**src/rtl/rn_pkg.sv**
```systemverilog
package rn_pkg;
  parameter int unsigned NUM_LOG  = 4;
  parameter int unsigned NUM_PHYS = 8;
  parameter int unsigned NUM_FU   = 3;
  parameter int unsigned RN_W     = 2;

  localparam int unsigned LW = $clog2(NUM_LOG);
  localparam int unsigned PW = $clog2(NUM_PHYS);
  localparam int unsigned FW = $clog2(NUM_FU);
  localparam int unsigned CW = $clog2(NUM_PHYS + 1);
  localparam int unsigned NW = $clog2(RN_W + 1);

  typedef logic [LW-1:0] lreg_t;
  typedef logic [PW-1:0] preg_t;
  typedef logic [FW-1:0] fu_t;

  // operand source: pend=0 -> hidden register, pend=1 -> producing unit
  typedef struct packed {
    logic  pend;
    preg_t idx;
  } opsrc_t;

  localparam fu_t FU_MUL = fu_t'(0);
  localparam fu_t FU_DIV = fu_t'(1);
  localparam fu_t FU_ADD = fu_t'(2);
endpackage

```
**src/rtl/rn_free_pool.sv**
```systemverilog
module rn_free_pool
  import rn_pkg::*;
(
  input  logic                   clk_i,
  input  logic                   rst_ni,
  input  logic                   alloc_en_i,
  input  logic [RN_W-1:0]        alloc_req_i,
  input  logic                   rel_valid_i,
  input  preg_t                  rel_preg_i,
  output preg_t [RN_W-1:0]       alloc_preg_o,
  output logic [NUM_PHYS-1:0]    free_mask_o,
  output logic [CW-1:0]          free_cnt_o
);
  localparam logic [NUM_PHYS-1:0] RST_FREE = {NUM_PHYS{1'b1}} << NUM_LOG;

  logic [NUM_PHYS-1:0] free_q, free_d, avail_end;

  // chained lowest-first pick: each slot sees what earlier slots left
  always_comb begin
    logic [NUM_PHYS-1:0] av;
    av = free_q;
    for (int k = 0; k < RN_W; k++) begin
      alloc_preg_o[k] = '0;
      for (int i = NUM_PHYS - 1; i >= 0; i--) begin
        if (av[i]) alloc_preg_o[k] = preg_t'(i);
      end
      if (alloc_req_i[k]) av[alloc_preg_o[k]] = 1'b0;
    end
    avail_end = av;
  end

  always_comb begin
    free_d = alloc_en_i ? avail_end : free_q;
    if (rel_valid_i) free_d[rel_preg_i] = 1'b1;
  end

  always_comb begin
    free_cnt_o = '0;
    for (int i = 0; i < NUM_PHYS; i++) free_cnt_o = free_cnt_o + CW'(free_q[i]);
  end

  always_ff @(posedge clk_i or negedge rst_ni) begin
    if (!rst_ni) free_q <= RST_FREE;
    else         free_q <= free_d;
  end

  assign free_mask_o = free_q;
endmodule

```
**src/rtl/rn_map_table.sv**
```systemverilog
module rn_map_table
  import rn_pkg::*;
(
  input  logic                clk_i,
  input  logic                rst_ni,
  input  logic                upd_en_i,
  input  logic [RN_W-1:0]     valid_i,
  input  fu_t   [RN_W-1:0]    fu_i,
  input  lreg_t [RN_W-1:0]    src1_i,
  input  lreg_t [RN_W-1:0]    src2_i,
  input  lreg_t [RN_W-1:0]    dst_i,
  input  preg_t [RN_W-1:0]    new_preg_i,
  output preg_t [RN_W-1:0]    s1_preg_o,
  output preg_t [RN_W-1:0]    s2_preg_o,
  output logic  [RN_W-1:0]    s1_fresh_o,
  output logic  [RN_W-1:0]    s2_fresh_o,
  output fu_t   [RN_W-1:0]    s1_fu_o,
  output fu_t   [RN_W-1:0]    s2_fu_o
);
  preg_t map_q [NUM_LOG];

  // lookup uses the pre-update table; older slots of the group forward
  always_comb begin
    for (int k = 0; k < RN_W; k++) begin
      s1_preg_o[k]  = map_q[src1_i[k]];
      s2_preg_o[k]  = map_q[src2_i[k]];
      s1_fresh_o[k] = 1'b0;
      s2_fresh_o[k] = 1'b0;
      s1_fu_o[k]    = '0;
      s2_fu_o[k]    = '0;
      for (int j = 0; j < k; j++) begin
        if (valid_i[j] && dst_i[j] == src1_i[k]) begin
          s1_preg_o[k]  = new_preg_i[j];
          s1_fresh_o[k] = 1'b1;
          s1_fu_o[k]    = fu_i[j];
        end
        if (valid_i[j] && dst_i[j] == src2_i[k]) begin
          s2_preg_o[k]  = new_preg_i[j];
          s2_fresh_o[k] = 1'b1;
          s2_fu_o[k]    = fu_i[j];
        end
      end
    end
  end

  always_ff @(posedge clk_i or negedge rst_ni) begin
    if (!rst_ni) begin
      for (int i = 0; i < NUM_LOG; i++) map_q[i] <= preg_t'(i);
    end else if (upd_en_i) begin
      for (int k = 0; k < RN_W; k++) begin
        if (valid_i[k]) map_q[dst_i[k]] <= new_preg_i[k];
      end
    end
  end
endmodule

```
**src/rtl/rn_preg_status.sv**
```systemverilog
module rn_preg_status
  import rn_pkg::*;
(
  input  logic                   clk_i,
  input  logic                   rst_ni,
  input  logic                   alloc_en_i,
  input  logic [RN_W-1:0]        alloc_req_i,
  input  preg_t [RN_W-1:0]       alloc_preg_i,
  input  fu_t   [RN_W-1:0]       alloc_fu_i,
  input  logic                   wb_valid_i,
  input  preg_t                  wb_preg_i,
  output logic [NUM_PHYS-1:0]    ready_o,
  output fu_t  [NUM_PHYS-1:0]    prod_fu_o
);
  localparam logic [NUM_PHYS-1:0] RST_RDY = ~({NUM_PHYS{1'b1}} << NUM_LOG);

  logic [NUM_PHYS-1:0] ready_q;
  fu_t  [NUM_PHYS-1:0] prod_q;

  always_ff @(posedge clk_i or negedge rst_ni) begin
    if (!rst_ni) begin
      ready_q <= RST_RDY;
      prod_q  <= '0;
    end else begin
      if (wb_valid_i) ready_q[wb_preg_i] <= 1'b1;
      if (alloc_en_i) begin
        for (int k = 0; k < RN_W; k++) begin
          if (alloc_req_i[k]) begin
            ready_q[alloc_preg_i[k]] <= 1'b0;
            prod_q[alloc_preg_i[k]]  <= alloc_fu_i[k];
          end
        end
      end
    end
  end

  assign ready_o   = ready_q;
  assign prod_fu_o = prod_q;
endmodule

```
**src/rtl/rn_commit_map.sv**
```systemverilog
module rn_commit_map
  import rn_pkg::*;
(
  input  logic  clk_i,
  input  logic  rst_ni,
  input  logic  cmt_valid_i,
  input  lreg_t cmt_lreg_i,
  input  preg_t cmt_preg_i,
  output logic  rel_valid_o,
  output preg_t rel_preg_o
);
  preg_t cmap_q [NUM_LOG];

  assign rel_valid_o = cmt_valid_i;
  assign rel_preg_o  = cmap_q[cmt_lreg_i];

  always_ff @(posedge clk_i or negedge rst_ni) begin
    if (!rst_ni) begin
      for (int i = 0; i < NUM_LOG; i++) cmap_q[i] <= preg_t'(i);
    end else if (cmt_valid_i) begin
      cmap_q[cmt_lreg_i] <= cmt_preg_i;
    end
  end
endmodule

```
**src/rtl/rename_dispatch.sv**
```systemverilog
module rename_dispatch
  import rn_pkg::*;
(
  input  logic                     clk_i,
  input  logic                     rst_ni,
  input  logic [RN_W-1:0]          dec_valid_i,
  input  logic [RN_W-1:0][FW-1:0]  dec_fu_i,
  input  logic [RN_W-1:0][LW-1:0]  dec_src1_i,
  input  logic [RN_W-1:0][LW-1:0]  dec_src2_i,
  input  logic [RN_W-1:0][LW-1:0]  dec_dst_i,
  output logic                     dec_ready_o,
  input  logic                     wb_valid_i,
  input  logic [PW-1:0]            wb_preg_i,
  input  logic                     cmt_valid_i,
  input  logic [LW-1:0]            cmt_lreg_i,
  input  logic [PW-1:0]            cmt_preg_i,
  output logic [RN_W-1:0]          disp_valid_o,
  output logic [RN_W-1:0][FW-1:0]  disp_fu_o,
  output logic [RN_W-1:0][PW:0]    disp_op1_o,
  output logic [RN_W-1:0][PW:0]    disp_op2_o,
  output logic [RN_W-1:0][PW-1:0]  disp_res_o
);
  preg_t [RN_W-1:0]    alloc_preg;
  logic [NUM_PHYS-1:0] free_mask;
  logic [CW-1:0]       free_cnt;
  logic [NW-1:0]       need;
  logic                accept;
  logic                rel_valid;
  preg_t               rel_preg;

  preg_t [RN_W-1:0]    s1_preg, s2_preg;
  logic  [RN_W-1:0]    s1_fresh, s2_fresh;
  fu_t   [RN_W-1:0]    s1_fu, s2_fu;
  logic [NUM_PHYS-1:0] ready;
  fu_t  [NUM_PHYS-1:0] prod_fu;
  opsrc_t [RN_W-1:0]   op1, op2;

  always_comb begin
    need = '0;
    for (int k = 0; k < RN_W; k++) need = need + NW'(dec_valid_i[k]);
  end

  // whole group or nothing
  assign dec_ready_o = free_cnt >= CW'(need);
  assign accept      = (|dec_valid_i) && dec_ready_o;

  rn_free_pool u_pool (
    .clk_i       (clk_i),
    .rst_ni      (rst_ni),
    .alloc_en_i  (accept),
    .alloc_req_i (dec_valid_i),
    .rel_valid_i (rel_valid),
    .rel_preg_i  (rel_preg),
    .alloc_preg_o(alloc_preg),
    .free_mask_o (free_mask),
    .free_cnt_o  (free_cnt)
  );

  rn_map_table u_map (
    .clk_i     (clk_i),
    .rst_ni    (rst_ni),
    .upd_en_i  (accept),
    .valid_i   (dec_valid_i),
    .fu_i      (dec_fu_i),
    .src1_i    (dec_src1_i),
    .src2_i    (dec_src2_i),
    .dst_i     (dec_dst_i),
    .new_preg_i(alloc_preg),
    .s1_preg_o (s1_preg),
    .s2_preg_o (s2_preg),
    .s1_fresh_o(s1_fresh),
    .s2_fresh_o(s2_fresh),
    .s1_fu_o   (s1_fu),
    .s2_fu_o   (s2_fu)
  );

  rn_preg_status u_stat (
    .clk_i       (clk_i),
    .rst_ni      (rst_ni),
    .alloc_en_i  (accept),
    .alloc_req_i (dec_valid_i),
    .alloc_preg_i(alloc_preg),
    .alloc_fu_i  (dec_fu_i),
    .wb_valid_i  (wb_valid_i),
    .wb_preg_i   (wb_preg_i),
    .ready_o     (ready),
    .prod_fu_o   (prod_fu)
  );

  rn_commit_map u_cmap (
    .clk_i      (clk_i),
    .rst_ni     (rst_ni),
    .cmt_valid_i(cmt_valid_i),
    .cmt_lreg_i (cmt_lreg_i),
    .cmt_preg_i (cmt_preg_i),
    .rel_valid_o(rel_valid),
    .rel_preg_o (rel_preg)
  );

  // tag formation; same-cycle writeback counts as present
  always_comb begin
    for (int k = 0; k < RN_W; k++) begin
      if (s1_fresh[k])
        op1[k] = '{pend: 1'b1, idx: preg_t'(s1_fu[k])};
      else if (ready[s1_preg[k]] || (wb_valid_i && wb_preg_i == s1_preg[k]))
        op1[k] = '{pend: 1'b0, idx: s1_preg[k]};
      else
        op1[k] = '{pend: 1'b1, idx: preg_t'(prod_fu[s1_preg[k]])};

      if (s2_fresh[k])
        op2[k] = '{pend: 1'b1, idx: preg_t'(s2_fu[k])};
      else if (ready[s2_preg[k]] || (wb_valid_i && wb_preg_i == s2_preg[k]))
        op2[k] = '{pend: 1'b0, idx: s2_preg[k]};
      else
        op2[k] = '{pend: 1'b1, idx: preg_t'(prod_fu[s2_preg[k]])};
    end
  end

  always_ff @(posedge clk_i or negedge rst_ni) begin
    if (!rst_ni) begin
      disp_valid_o <= '0;
      disp_fu_o    <= '0;
      disp_op1_o   <= '0;
      disp_op2_o   <= '0;
      disp_res_o   <= '0;
    end else begin
      disp_valid_o <= accept ? dec_valid_i : '0;
      if (accept) begin
        disp_fu_o  <= dec_fu_i;
        disp_op1_o <= op1;
        disp_op2_o <= op2;
        disp_res_o <= alloc_preg;
      end
    end
  end
endmodule

```
**config.mk**
```make
export PLATFORM = sky130hd
export DESIGN_NAME = rename_dispatch
export DESIGN_NICKNAME = d
export VERILOG_FILES = /design/src/rtl/rn_pkg.sv /design/src/rtl/rn_free_pool.sv /design/src/rtl/rn_map_table.sv /design/src/rtl/rn_preg_status.sv /design/src/rtl/rn_commit_map.sv /design/src/rtl/rename_dispatch.sv
export SDC_FILE = /design/constraint.sdc
export NUM_CORES = 1
export LEC_CHECK = 0
export CORE_ASPECT_RATIO = 1.1
export CORE_MARGIN = 5
export CORE_UTILIZATION = 60
export CTS_BUF_LIST = sky130_fd_sc_hd__clkbuf_2 sky130_fd_sc_hd__clkbuf_4 sky130_fd_sc_hd__clkbuf_8
export DETAILED_ROUTE_END_ITERATION = 16
export PLACE_DENSITY_LB_ADDON = 0.15
export REMOVE_ABC_BUFFERS = 1
export SLEW_MARGIN = 20
export SYNTH_ARGS = -nofsm -noshare
export SYNTH_HDL_FRONTEND = slang
export SYNTH_SLANG_ARGS = --single-unit
```
**constraint.sdc**
```tcl
create_clock -name clk_i -period 11.6 [get_ports clk_i]
set_clock_uncertainty 0.1 [all_clocks]
set_input_delay 1.74 -clock clk_i [delete_from_list [all_inputs] [get_ports clk_i]]
set_output_delay 1.74 -clock clk_i [all_outputs]
set_load 0.01 [all_outputs]
```
Yosys cells after proc, flatten, opt, wreduce, memory -nomap -nowiden --
Cells that the tools add are included.
Operators by class: add/subtract/negate cells 8, $mul 0, divide/modulo/power cells 0, $lt $le $gt $ge 23, equal/unequal tests 6, shift operators 0, muxes and demuxes 98, bitwise logic cells 15, reduce and logical (&&, ||, !) cells 19
Operators with widths (number):
- two-way mux 3 bit | 31
- two-way mux 8 bit | 9
- two-way mux 16 bit | 3
- bitwise mux 12 bit | 3
- two-way mux 12 bit | 3
- AND 8 bit | 4
- bitwise mux 16 bit | 2
- less-than comparator 3 x 4 -> 1 bit, second input constant | 8
- binary-select mux 3 bit (select 2 bit) | 5
- adder 4 x 1 -> 4 bit | 6
- binary-select mux 2 bit (select 3 bit) | 4
- two-way mux 4 bit | 6
- >= comparator 3 bit, second input constant | 7
- NOT 2 -> 3 bit | 7
- demux 3 bit (select 2 bit) | 3
- two-way mux 2 bit | 9
- NOT 8 bit | 2
- OR 8 bit | 2
- logical AND 1 bit | 14
- binary-select mux 1 bit (select 3 bit) | 4
- demux 1 bit (select 3 bit) | 4
- demux 2 bit (select 3 bit) | 2
- == test 3 bit | 4
- >= comparator 3 x 1 -> 1 bit, second input constant | 4
- 7 further kinds | 23
Word-level totals: flip-flop bits (word level) 84, bits in latches 0, memory bits (writable) 0, ROM bits 0, output and inout bits 29, word-level logic and storage cells 196, memories 0

Logic depth before layout (Yosys ltp) --
depth in word-level cells 33, gate-level depth with buffers 15

By module --
Synthesis repeated with hierarchy kept, for this count alone.
Unflattened totals: cell total of the unflattened synthesis 618, area, all modules 6553.8 µm²
Modules (own cells, without submodules):
- rename_dispatch | instances 1, cells each 221, area an instance 2363.5 µm²
- rn_preg_status | instances 1, cells each 134, area an instance 1387.6 µm²
- rn_map_table | instances 1, cells each 109, area an instance 1262.5 µm²
- rn_free_pool | instances 1, cells each 121, area an instance 987.2 µm²
- rn_commit_map | instances 1, cells each 33, area an instance 553.0 µm²

Worst setup path after synthesis --
Ideal clock, no wire load.
kind reg-to-output, start register u_pool.free_q[0] (netlist: u_pool.free_mask_o[0]), end output dec_ready_o, arrival 3.087 ns, data required time 9.760 ns, setup slack 6.673 ns, stages on the path, launching flop included 11, buffers on the path 0, cell sequence dfrtp_1 > ha_1 > inv_1 > fa_1 > fa_1 > fa_1 > inv_1 > fa_1 > ha_1 > a21oi_1 > nand2_1
Between the ends: longest elaborated chain between the ends 8
Ends and longest elaborated chain:
- start, declared | RTL line rn_free_pool.sv:16 | logic [NUM_PHYS-1:0] free_q, free_d, avail_end;
- start signal, assigned | RTL line rn_free_pool.sv:44 | else free_q <= free_d;
- adder 1 x 1 -> 2 bit | RTL line rn_free_pool.sv:39 | for (int i = 0; i < NUM_PHYS; i++) free_cnt_o = free_cnt_o + CW'(free_q[i]);
- adder 4 x 1 -> 4 bit (6 in a row) | RTL line rn_free_pool.sv:39
- >= comparator 4 x 2 -> 1 bit | RTL line rename_dispatch.sv:44 | assign dec_ready_o = free_cnt >= CW'(need);
- end, declared | RTL line rename_dispatch.sv:11 | output logic dec_ready_o,
Every way passes these cells.

Worst setup path after layout --
start input dec_valid_i[0], end output dec_ready_o
Between the ends: longest elaborated chain between the ends 2
Ends and longest elaborated chain:
- start, declared | RTL line rename_dispatch.sv:6 | input logic [RN_W-1:0] dec_valid_i,
- adder 1 x 1 -> 2 bit | RTL line rename_dispatch.sv:40 | for (int k = 0; k < RN_W; k++) need = need + NW'(dec_valid_i[k]);
- >= comparator 4 x 2 -> 1 bit | RTL line rename_dispatch.sv:44
Every way passes these cells.

==> results.toml <==
[worst_setup_path]
crit_required_ns = 9.76
end_kind = "output port"
critPathArrivalTime_ns = 4.56
path_class = "in -> out"
crit_path_start_kind = "input pin"
worstRegToRegCells = 14
path_max_fanout = 20

[sta]
tns_ns = 0
max-slew-margin-rel = 0.490
hold_viol = 0
rsz0062_at_grt = "false"
fin_crit_ns = 6.40
fin_crit_sh = 0.552
drv_slew = 0
tightestPinTransition_ns = 0.762
timing.fmax_mhz = 156
setup_violations = 0

[logic_synthesis]
async_flop_share = 1.00
synth_largest_area_cell = "dfrtp_1"
synth_top_family_by_area = "multiplexers"
synthDistinctLibCells = 69
synth_top_cells_by_area = "dfrtp_1 29%, dfstp_2 7.2%, mux2i_1 6.0%, mux4_2 5.7%, mux2_2 4.4%"
netlist_top_cells_count = "68 x dfrtp_1, 56 x nand2_1, 47 x nor2_1"
synth_fa_ha_area_frac = 0.0302
syn_inst = 600
synth-edff-count = 0
synth.most_common_cell = "dfrtp_1"
netlist_area_sq_mm = 0.00588
seq_area_frac_synth = 0.361
synth-compound-area-share = 0.182
avgSynthCellArea_sq_um = 9.80
synth_top_area_share = 0.289
synth-xor-area-share = 0.0223
ys_warn_count = 0
ys_ff_latch = 84
synthFlopType = "dfrtp_1"
yosys.area_share.simple = 0.165
synth.area.mux_share = 0.197

[layout]
drive_above_1_share = 0.165
antenna_cells = 0
fin_nets = 683
stdcell_count = 767
utilization = 0.686
final_area_sq_mm = 0.00668
area_delta_synth_final_pct = 13.7

[place]
dp_hpwl_microns = 11700
io_buffers = 58
placed_area_sq_mm = 0.00649
placed_cells = 751
place.gp.congestion = 0.909

[floorplan]
core_area_sq_mm = 0.00975
ios = 59
die_area_sq_mm = 0.0119
rows = 38
die_w_microns = 104
initial_core_util = 0.603
die_h_microns = 114

[route]
ant_nets = 0
drc = 0
avgRoutedWirePerCell_microns = 20.7
detail_route.first_pass.iterations = 5
drt_wl_total_microns = 15800
vias = 5105
viasPerCell = 6.66
drtIter0Drc = 423

[grt]
antenna_found_initial = 0
grt_max_degree = 85
grt_use_total = 0.276
grt_pass1_wl_microns = 26700
grt_pass1_vias = 5222
overflow = 0

[clock_tree]
cts-root-buf = "clkbuf_8"
post-cts-setup-buffers = 0
cts_hold_buffers = 0
clk_path_buf_depth = 2
htreeDepth = 3
cts_tree = "done"
clk-insertion-delay-late_ns = 0.37
cts_buffers = 9
clkSinkCount = 84
cts_resized = 0
path_clk_slew_ns = 0.08

[min_path]
hp-class = "reg -> reg"
hold_depth = 2

[outcome]
outcome = "finished clean"

[job]
maxCapViolCount = 0
==> cell usage in the layout (no fill, tap or decap), types with 8 or more instances in the layout <==
cell type	synthesis	routed
dfrtp_1	68	68
clkdlybuf4s50_1	0	57
nand2_1	56	56
nor2_1	47	47
mux2i_1	35	35
o21ai_0	32	32
a21oi_1	32	31
inv_1	26	26
o22ai_1	23	23
mux2_2	23	23
dfstp_2	16	16
mux4_2	15	15
nand3_1	14	14
xnor2_1	12	12
nand2b_1	11	11
a31oi_1	9	9
clkbuf_8	0	9
mux4_1	8	8
a2bb2oi_1	8	8
==> worst paths after layout <==
| kind | startpoint | to | slack [ns] |
|---|---|---|---|
| min in group asynchronous | rst_ni | disp_op1_o[3] | 1.31 |
| max | dec_valid_i[0] | dec_ready_o | 5.20 |
| min reg2reg | disp_op1_o[2] | disp_op1_o[2] | 0.37 |
| max in group asynchronous | rst_ni | u_map.map_q[10] | 9.58 |
| min | disp_op1_o[2] | disp_op1_o[2] | 0.37 |
| max reg2reg | u_pool.free_mask_o[1] | u_stat.prod_fu_o[11] | 6.74 |
==> through the flow <==
step | hold slack [ns] | setup WS, ns
6_report | 0.373 | 5.20
2_1_floorplan | 0.374 | 5.34
3_3_place_gp | 0.352 | 5.34
4_1_cts | 0.380 | 5.23
5_1_grt | 0.401 | 5.04
3_5_place_dp | 0.361 | 5.24
==> layout make-up <==
type	count	area [sq um]
Clock buffer	9	124
Multi-Input combinational cell	459	3510
Sequential cell	84	2120
Timing Repair Buffer	61	604
Inverter	27	101
Tap cell	120	150
Clock inverter	7	67.6
Fill cell	777	3060
==> kinds of logic after synthesis <==
| kind of cell | Yosys count |
|---|---|
| simple gates | 191 |
| compound gates | 160 |
| flops | 84 |
| mux | 81 |
| buf+inv | 57 |
| xor+xnor | 15 |
| fa+ha+maj | 12 |
==> worst max-delay path, stage by stage <==
cell and delay, ns:
clkdlybuf4s50_1 0.96, inv_2 0.16, ha_1 0.34, ha_1 0.27, nand2b_1 0.15, a21oi_1 0.31, nand2_1 0.13, clkdlybuf4s50_1 0.51
==> flip-flops by register name, indices dropped and copies added, names as in the netlist <==
name,cells
disp_op2_o,8
disp_fu_o,4
u_stat.ready_o,8
disp_op1_o,8
u_pool.free_mask_o,8
disp_valid_o,2
disp_res_o,6
u_cmap.cmap_q,12
u_stat.prod_fu_o,16
u_map.map_q,12
==> metal layers <==
| layer | share of wire | up-vias | track usage |
|---|---|---|---|
| met3 | 0.057 | 41 | 0.0424 |
| li1 | - | 2317 | - |
| met5 | 0 | - | 0 |
| met2 | 0.51 | 215 | 0.479 |
| met1 | 0.41 | 2532 | 0.341 |
| met4 | 0.030 | 0 | 0.121 |
Power is not shown: default switching activity piles up to over one toggle a cycle in this logic, so the estimate is an artifact.
